File: src/rtl/exu16_pkg.sv
package exu16_pkg;
  localparam int OPW = 5;

  typedef enum logic [OPW-1:0] {
    OP_NOP  = 5'd0,
    OP_ADD  = 5'd1,
    OP_SUB  = 5'd2,
    OP_ADDPC = 5'd3,
    OP_AND  = 5'd4,
    OP_OR   = 5'd5,
    OP_XOR  = 5'd6,
    OP_MOVE = 5'd7,
    OP_INC  = 5'd8,
    OP_DEC  = 5'd9,
    OP_NEG  = 5'd10,
    OP_NOT  = 5'd11,
    OP_LSL  = 5'd12,
    OP_LSR  = 5'd13,
    OP_ASR  = 5'd14,
    OP_ROL  = 5'd15,
    OP_BCLR = 5'd16,
    OP_BSET = 5'd17,
    OP_BTOG = 5'd18,
    OP_BEXT = 5'd19,
    OP_LDLO = 5'd20,
    OP_LDHI = 5'd21,
    OP_ADDI = 5'd22
  } exu_op_e;

  localparam logic [OPW-1:0] OP_LAST = 5'd22;

  typedef enum logic [1:0] {
    GRP_PASS  = 2'd0,
    GRP_ARITH = 2'd1,
    GRP_SHBIT = 2'd2,
    GRP_HALF  = 2'd3
  } exu_grp_e;
endpackage

File: src/rtl/exu16_dec.sv
module exu16_dec
  import exu16_pkg::*;
(
  input  logic [OPW-1:0] op,
  output exu_grp_e       grp,
  output logic           op_known
);
  always_comb begin
    op_known = (op <= OP_LAST);
    if (!op_known || op == OP_NOP)      grp = GRP_PASS;
    else if (op >= OP_LSL && op <= OP_BEXT) grp = GRP_SHBIT;
    else if (op == OP_LDLO || op == OP_LDHI) grp = GRP_HALF;
    else                                grp = GRP_ARITH;
  end
endmodule

File: src/rtl/exu16_arith.sv
module exu16_arith
  import exu16_pkg::*;
#(
  parameter int W = 16
) (
  input  logic [OPW-1:0] op,
  input  logic [W-1:0]   dst,
  input  logic [W-1:0]   src,
  input  logic [W-1:0]   pc,
  input  logic [W/2-1:0] imm,
  output logic [W-1:0]   res
);
  localparam int HALF = W / 2;

  function automatic logic [W-1:0] sext(input logic [HALF-1:0] v);
    return {{(W-HALF){v[HALF-1]}}, v};
  endfunction

  function automatic logic [W-1:0] one();
    return {{(W-1){1'b0}}, 1'b1};
  endfunction

  always_comb begin
    case (op)
      OP_ADD:   res = dst + src;
      OP_SUB:   res = dst - src;
      OP_ADDPC: res = pc + src;
      OP_AND:   res = dst & src;
      OP_OR:    res = dst | src;
      OP_XOR:   res = dst ^ src;
      OP_MOVE:  res = src;
      OP_INC:   res = dst + one();
      OP_DEC:   res = dst - one();
      OP_NEG:   res = {W{1'b0}} - dst;
      OP_NOT:   res = ~dst;
      OP_ADDI:  res = dst + sext(imm);
      default:  res = dst;
    endcase
  end
endmodule

File: src/rtl/exu16_shbit.sv
module exu16_shbit
  import exu16_pkg::*;
#(
  parameter int W = 16,
  localparam int SHW = $clog2(W)
) (
  input  logic [OPW-1:0] op,
  input  logic [W-1:0]   dst,
  input  logic [SHW-1:0] cnt,
  output logic [W-1:0]   res
);
  function automatic logic [W-1:0] rotl(input logic [W-1:0] a, input logic [SHW-1:0] n);
    logic [2*W-1:0] t;
    t = {a, a} << n;
    return t[2*W-1:W];
  endfunction

  function automatic logic [W-1:0] sra(input logic [W-1:0] a, input logic [SHW-1:0] n);
    return W'($signed(a) >>> n);
  endfunction

  function automatic logic [W-1:0] bitmask(input logic [SHW-1:0] n);
    return {{(W-1){1'b0}}, 1'b1} << n;
  endfunction

  logic [W-1:0] mask;
  assign mask = bitmask(cnt);

  always_comb begin
    case (op)
      OP_LSL:  res = dst << cnt;
      OP_LSR:  res = dst >> cnt;
      OP_ASR:  res = sra(dst, cnt);
      OP_ROL:  res = rotl(dst, cnt);
      OP_BCLR: res = dst & ~mask;
      OP_BSET: res = dst | mask;
      OP_BTOG: res = dst ^ mask;
      OP_BEXT: res = dst & mask;
      default: res = dst;
    endcase
  end
endmodule

File: src/rtl/exu16_half.sv
module exu16_half
  import exu16_pkg::*;
#(
  parameter int W = 16
) (
  input  logic [OPW-1:0] op,
  input  logic [W-1:0]   dst,
  input  logic [W/2-1:0] imm,
  output logic [W-1:0]   res
);
  localparam int HALF = W / 2;

  always_comb begin
    case (op)
      OP_LDLO: res = {dst[W-1:HALF], imm};
      OP_LDHI: res = {imm, dst[HALF-1:0]};
      default: res = dst;
    endcase
  end
endmodule

File: src/rtl/exu16.sv
module exu16
  import exu16_pkg::*;
#(
  parameter int W = 16,
  localparam int HALF = W / 2,
  localparam int SHW = $clog2(W)
) (
  input  logic            clk,
  input  logic            rst_n,
  input  logic            in_valid,
  input  logic [OPW-1:0]  op,
  input  logic [W-1:0]    dst,
  input  logic [W-1:0]    src,
  input  logic [W-1:0]    pc,
  input  logic [HALF-1:0] imm,
  output logic            out_valid,
  output logic [W-1:0]    result
);
  exu_grp_e     grp;
  logic         op_known;
  logic [W-1:0] arith_res;
  logic [W-1:0] shbit_res;
  logic [W-1:0] half_res;
  logic [W-1:0] next_res;

  exu16_dec u_dec (
    .op       (op),
    .grp      (grp),
    .op_known (op_known)
  );

  exu16_arith #(.W(W)) u_arith (
    .op  (op),
    .dst (dst),
    .src (src),
    .pc  (pc),
    .imm (imm),
    .res (arith_res)
  );

  exu16_shbit #(.W(W)) u_shbit (
    .op  (op),
    .dst (dst),
    .cnt (imm[SHW-1:0]),
    .res (shbit_res)
  );

  exu16_half #(.W(W)) u_half (
    .op  (op),
    .dst (dst),
    .imm (imm),
    .res (half_res)
  );

  always_comb begin
    case (grp)
      GRP_ARITH: next_res = arith_res;
      GRP_SHBIT: next_res = shbit_res;
      GRP_HALF:  next_res = half_res;
      default:   next_res = dst;
    endcase
  end

  always_ff @(posedge clk or negedge rst_n) begin
    if (!rst_n) begin
      out_valid <= 1'b0;
      result    <= '0;
    end else begin
      out_valid <= in_valid;
      if (in_valid) result <= next_res;
    end
  end
endmodule

File: config.mk
export PLATFORM = sky130hd
export DESIGN_NAME = exu16
export DESIGN_NICKNAME = d
export VERILOG_FILES = /design/src/rtl/exu16_pkg.sv /design/src/rtl/exu16_dec.sv /design/src/rtl/exu16_arith.sv /design/src/rtl/exu16_shbit.sv /design/src/rtl/exu16_half.sv /design/src/rtl/exu16.sv
export SDC_FILE = /design/constraint.sdc
export NUM_CORES = 1
export LEC_CHECK = 0
export BUFFER_PORTS_ARGS = -buffer_cell sky130_fd_sc_hd__buf_2
export CAP_MARGIN = 30
export CORE_MARGIN = 4
export CORE_UTILIZATION = 55
export DETAILED_ROUTE_END_ITERATION = 8
export PLACE_DENSITY = 0.84
export SYNTH_ARGS = -nofsm -noshare
export SYNTH_HDL_FRONTEND = slang
export SYNTH_SLANG_ARGS = --single-unit
File: constraint.sdc
create_clock -name clk -period 1.1 [get_ports clk]
set_clock_uncertainty 0.05 [all_clocks]
set_input_delay 0.33 -clock clk [delete_from_list [all_inputs] [get_ports clk]]
set_output_delay 0.33 -clock clk [all_outputs]
set_load 0.01 [all_outputs]
==> summary by stage, run 1 <==
Status
The flow did not finish. The last stage the flow got to is 5_1_grt. The first error in the log reads "[ERROR GRT-0116] Global routing finished with congestion. Check the congestion regions in the DRC Viewer".

Logic synthesis
Summed over its instances, the top area cell type makes up 14.5% of the synthesized netlist area. The most used flip-flop cell after synthesis is sky130_fd_sc_hd__dfrtp_1. The post-synthesis cell area is 7170 µm². When the netlist entered floorplanning its net count stood at 1,149. After synthesis, the cell types taking the most area are sky130_fd_sc_hd__ha_1 (14%), sky130_fd_sc_hd__mux4_2 (6.6%), sky130_fd_sc_hd__nor2_1 (6.2%), sky130_fd_sc_hd__dfrtp_1 (5.9%), sky130_fd_sc_hd__a21oi_1 (5.1%). Dividing the synthesized area by the synthesized cell count gives 7.17 µm². The post-synthesis sequential area ratio is 5.93%.

The largest total area in the synthesized netlist belongs to sky130_fd_sc_hd__ha_1. Yosys printed 0 warnings. In this run, distinct cell masters in the synthesized netlist total 82. Counting flops with a built-in enable in the synthesized netlist gives 0. The number of cells produced by synthesis is 1,000. Synthesis inferred 17 register bits. For this run, asynchronously set or reset flops after synthesis account for 100%.

Floorplan
In this run the core area contains 41 standard-cell rows. The die is 122 µm tall. The floorplan step set the die width to 122 µm. Once the floorplan was initialized, standard cells occupied 56.6% of the core. 81 I/O pins were placed.

Global routing
In the global route stage, overall resource usage came out at 85.8%. The global-route wire length before repair is 98,900 µm. Entering global routing, the biggest net connects 27 pins. Global routing finished with a remaining overflow of 233. The number of global-route vias before repair is 15,000.

Placement
The HPWL reported at the end of detailed placement is 31,800 µm. After detailed placement, the total cell area comes to 10,300 µm². Port buffering added 80 buffers. Once placement completed, the tool counted placed cells totaling 1,534. The global placement routability congestion is 1.19.

Clock tree
The clock net in this run drives a total of 17 sinks. The number of buffers added by the clock tree synthesis step is 3. The number of H-tree levels is 1. The maximum clock path buffer count is 2. The cell chosen for the clock root is sky130_fd_sc_hd__clkbuf_16.
==> synth_stat cells, types with 13 or more instances <==
| library cell | instances |
|---|---|
| sky130_fd_sc_hd__a211oi_1 | 17 |
| sky130_fd_sc_hd__or3_1 | 13 |
| sky130_fd_sc_hd__a22oi_1 | 18 |
| sky130_fd_sc_hd__buf_2 | 23 |
| sky130_fd_sc_hd__xnor2_1 | 30 |
| sky130_fd_sc_hd__nand3_1 | 31 |
| sky130_fd_sc_hd__mux4_2 | 21 |
| sky130_fd_sc_hd__nor2_1 | 118 |
| sky130_fd_sc_hd__ha_1 | 83 |
| sky130_fd_sc_hd__inv_1 | 35 |
| sky130_fd_sc_hd__nand2_1 | 81 |
| sky130_fd_sc_hd__nand4_1 | 14 |
| sky130_fd_sc_hd__o21ai_0 | 58 |
| sky130_fd_sc_hd__o22ai_1 | 14 |
| sky130_fd_sc_hd__xor2_1 | 22 |
| sky130_fd_sc_hd__clkbuf_1 | 46 |
| sky130_fd_sc_hd__nor3_1 | 27 |
| sky130_fd_sc_hd__dfrtp_1 | 17 |
| sky130_fd_sc_hd__a21oi_1 | 73 |
| sky130_fd_sc_hd__a31oi_1 | 16 |
| sky130_fd_sc_hd__a221oi_1 | 19 |
| sky130_fd_sc_hd__a21o_1 | 19 |
| sky130_fd_sc_hd__mux2i_1 | 28 |
==> per-stage QoR <==
step / hold WS, ns / utilization [%] / worst slack [ns] / setup TNS (ns)
detailed placement: 0.233 / 81.5 / -2.93 / -39.54
CTS: 0.452 / 88.1 / -2.35 / -32.37
floorplan: -0.0156 / - / -2.42 / -31.17
global placement: 0.225 / 81.5 / -2.64 / -36.72
==> routing by layer <==
metal / GRT overflow / global-route usage (%)
met5: 3 / 57.3
met2: 108 / 96.3
met4: 93 / 87.8
met3: 18 / 79.1
met1: 11 / 82.7
==> cell families after synthesis <==
group,Yosys count,share of synthesized area (%)
AOI/OAI and AO/OA,325,31.0
xor gates and xnor gates,53,6.57
adders and majority gates,85,15.0
buffers and inverters,115,6.84
DFF,17,5.93
muxes,54,11.3
and+or+nand+nor,351,23.4
==> timing repair <==
item | 4_1_cts
setup endpoints to repair | 33
hold buffers | 1
hold endpoints to repair | 17
gates resized for setup | 96
gates cloned | 4
setup buffers | 27
pin swaps | 47
==> inputs of run 2 (changes only) <==
--- a/config.mk
+++ b/config.mk
@@ -8,9 +8,9 @@
 export BUFFER_PORTS_ARGS = -buffer_cell sky130_fd_sc_hd__buf_2
 export CAP_MARGIN = 30
 export CORE_MARGIN = 4
-export CORE_UTILIZATION = 55
+export CORE_UTILIZATION = 40
 export DETAILED_ROUTE_END_ITERATION = 8
-export PLACE_DENSITY = 0.84
+export PLACE_DENSITY_LB_ADDON = 0.15
 export SYNTH_ARGS = -nofsm -noshare
 export SYNTH_HDL_FRONTEND = slang
 export SYNTH_SLANG_ARGS = --single-unit
==> run 2 against run 1 <==
Effect of this change:
- synthesized area unchanged
- synthesized cell count unchanged
- the flow now finishes, with violations (negative setup slack)
==> summary by stage, run 2 <==
Status
The flow ran to the end, but the final reports show violations. The checks that failed: negative setup slack.

Routing
The via count is 10,300. The total wire length after detailed routing is 39,000 µm. The first detailed-routing pass ran for 8 iterations.

In the routed layout, each cell is associated on average with a via count of 6.30. The count of nets left with antenna violations once routing finished came out at 0. The number of DRC markers after the initial detailed-route iteration is 1,312.

Dividing the detail-routed wire length by the instance count gives 23.7 µm. In the routed design, unresolved DRC markers number 0.

Finish
The share of layout cells above drive strength 1 is 44.9%. The final antenna diode count is 0. The register with the most flip-flops in the final layout is result. The cell area after layout is 11,600 µm². The register with the most flip-flops in the layout has 16 of them. In the layout the commonest cells are sky130_fd_sc_hd__buf_4 (383), sky130_fd_sc_hd__nor2_1 (114), sky130_fd_sc_hd__ha_1 (75). The post-synthesis to final-layout area growth is 61.3%. The number of nets at the end of the flow is 1,568. In the final layout, the registers with the most flip-flops are result x16, out_valid x1. Leaving out fill and tap cells, the most frequent cell in the layout is sky130_fd_sc_hd__buf_4.

Logic synthesis
The commonest cells after synthesis are sky130_fd_sc_hd__nor2_1 (118), sky130_fd_sc_hd__ha_1 (83), sky130_fd_sc_hd__nand2_1 (81). The share of async-settable or async-resettable flops after synthesis is 100% (unchanged). By area the synthesized netlist is led by sky130_fd_sc_hd__ha_1 (14%), sky130_fd_sc_hd__mux4_2 (6.6%), sky130_fd_sc_hd__nor2_1 (6.2%), sky130_fd_sc_hd__dfrtp_1 (5.9%), sky130_fd_sc_hd__a21oi_1 (5.1%). The synthesized area per cell is 7.17 µm² (unchanged). The most repeated cell in the gate-level netlist after synthesis is sky130_fd_sc_hd__nor2_1. The number of cells produced by synthesis came to 1,000 (unchanged). The register bit total from synthesis is 17 (unchanged). In the synthesized netlist the dominant register cell turns out to be sky130_fd_sc_hd__dfrtp_1. The number of enable-type register cells in the synthesized netlist is 0 (unchanged).

The warning count from the yosys run is 0 (unchanged). The post-synthesis sequential area ratio is 5.93% (unchanged). The area share of the largest cell type after synthesis is 14.5% (unchanged). The number of distinct standard cells referenced by the synthesized netlist is 82 (unchanged). The net count after synthesis was 1,149 (unchanged). The post-synthesis cell area is 7170 µm² (unchanged). The post-synthesis cell type with the largest combined area is sky130_fd_sc_hd__ha_1.

STA
The final count of pins violating max slew is 0. In the post-route analysis, the smallest setup slack over all paths is -2.51 ns. Setup violations remaining at the end of the flow were counted as 33. Setup repair after global routing could not meet its margin everywhere. The final critical-path share of the clock period is 329%. The final hold slack is 0.465 ns.

The tightest slew margin relative to the limit is 52.6%. The fmax is 277 MHz. At the pin with the least slew margin, the transition time is 0.703 ns. The routed design could run at a clock period as short as 3.61 ns. The number of failing hold endpoints at the final stage was 0.

Worst setup path
Counting cells, the worst reg-to-reg path comes to 3. The maximum fanout encountered on the critical timing path is 9. For the worst setup path, the data arrival time is 3.73 ns. The worst setup path startpoint is op[2]. The source of the worst register-to-register timing path is result[7].

The capturing instance or port of the critical path is result[14]. The capturing element type of the critical path is a flip-flop. The end of the worst register-to-register path is result[7].

The register-to-register setup slack is 0.02 ns. STA classifies the critical path startpoint as a primary input. On the worst path, the slowest cell contributes a delay of 0.33 ns. The signal on the critical path passes through buf_8 -> or2_4 -> o32a_1 -> buf_6 -> buf_12 -> a21oi_4 -> a21oi_1 -> nor2_1 -> a21oi_1 -> ha_1 -> buf_4 -> a211oi_4 -> o21ai_2 -> a211o_1 -> a211o_1 -> o21ai_2 -> xnor2_1 -> a221oi_2 -> a221oi_2. The largest individual stage delay along the critical path comes from the cell sky130_fd_sc_hd__ha_1. The setup path with the least slack is of type in -> reg. The data required time at the worst endpoint is 1.21 ns.

Clock tree
The clock transition time at the flip-flop clock pins of the worst setup and hold paths is 0.06 ns. The number of H-tree levels was 1 (unchanged). The cell sitting at the root of the clock tree is a sky130_fd_sc_hd__clkbuf_16. The CTS tree is done. The clock net sink count is 17 (unchanged).

The maximum clock path buffer count was 2 (unchanged). The number of buffers added by the clock tree synthesis step is 3 (unchanged). The clock network latency to the later pin of the worst-skew pair is 0.25 ns.

Pwr
The cell leakage power is 5.28 nW. The analysis attributes to net switching a power of 3.17 mW. The design internal power is 3.85 mW. In this run the power density over the cells is 607 nW/µm².

The largest voltage drop on the vdd net is 0.000423 V. Per report_power, the clock group accounts for 10.9% of the total. Per report_power, the combinational group accounts for 77.8% of the total. Sequential cells burn 11.3% of the power.

The switching share of total power is 45.2%.

Floorplan
The core region is 17,400 µm². The top-level I/O count is 81 (unchanged). The die covers 20,100 µm².

The die height was 142 µm (+16%). The number of placement rows is 48 (+17%). The effective utilization at floorplan came to 41.2% (-15 points). The horizontal die dimension was 142 µm (+16%).

Global routing
The global-route wire length before repair is 57,500 µm. The number of antenna violations at the first check in global routing is 0. The largest net degree at the start of global routing is 28. The aggregate global routing overflow is 0.

Across every metal layer, demand over resource in global routing totals 37.0%. The number of global-route vias before repair was 9,909.

Placement
The HPWL reported at the end of detailed placement is 30,700 µm (-3.2%). The global placement routability congestion is 1.02 (-14%). The instance area at placement is 10,500 µm² (+1.6%). The number of port buffers came to 80 (unchanged).

Hold path
The classification of the worst-slack hold path is in -> reg.

Flow run
The max-cap check violation count is 0.
run 2: final cells by class:
class                           instances  area (µm²)
Clock inverter                          1        5.00
Fill cell                            1538        5850
Inverter                               38         143
Sequential cell                        17         425
Multi-Input combinational cell        868        6870
Tap cell                              225         282
Timing Repair Buffer                  491        3770
Clock buffer                            3        75.1
run 2: worst min-delay path by stage:
stage,start,end,slack (ns),depth (start not counted)
after floorplan,rst_n,out_valid,-0.02,0
after global routing,in_valid,result[14],0.47,3
final,in_valid,result[14],0.47,3
after CTS,in_valid,result[14],0.46,3
after detailed placement,rst_n,result[1],0.24,1
after global placement,rst_n,result[0],0.23,1
run 2: routing by layer:
metal,routed length [µm],track usage [%],up-vias
li1,-,-,4634
met1,14900,47.0,4833
met2,17400,60.3,676
met3,3850,6.27,201
met4,2830,19.0,0
met5,0,0,-
run 2: critical path, delay by kind of cell:
family	cells	cell delay, ns
xor gates and xnor gates	1	0.15
buffers and inverters	4	0.54
and+or+nand+nor	2	0.32
AOI/OAI and AO/OA	11	2.04
adders and majority gates	1	0.33
run 2: what timing repair did:
item,4_1_cts,5_1_grt
endpoints found under the setup margin,33,33
pin swaps,46,40
setup buffers,20,15
gates resized for setup,85,56
cloned,3,0
hold buffers,1,0
endpoints found under the hold margin,17,0
run 2: kinds of logic (layout without fill, tap and decap cells):
logic type                 Yosys count  count (layout)  synth area share (%)
and+or+nand+nor                    351             351                  23.4
AOI/OAI and AO/OA                  325             325                  31.0
buffers and inverters              115             533                  6.84
adders and majority gates           85              85                  15.0
muxes                               54              54                  11.3
xor gates and xnor gates            53              53                  6.57
DFF                                 17              17                  5.93
run 2: stage by stage:
stage               instances  util, %  power, mW  setup TNS [ns]  setup WS [ns]
finish                   1643     66.4       7.03          -34.39          -2.51
global route             1643     66.4       7.38          -36.47          -2.60
CTS                      1629     64.2       6.52          -31.98          -2.36
detailed placement       1602     60.2       5.33          -38.42          -2.76
global placement         1601     60.2       5.29          -37.89          -3.14
floorplan                1000        -       3.09          -31.17          -2.42
run 2: power by group through the flow:
stage,registers (mW),clock network [mW],logic [mW]
after floorplan,0.832,0,2.25
after global routing,0.807,0.791,5.78
final,0.796,0.763,5.47
after global placement,0.797,0,4.50
after detailed placement,0.796,0,4.53
after CTS,0.784,0.762,4.98
Note: power is estimated with default switching activity, not from simulation.
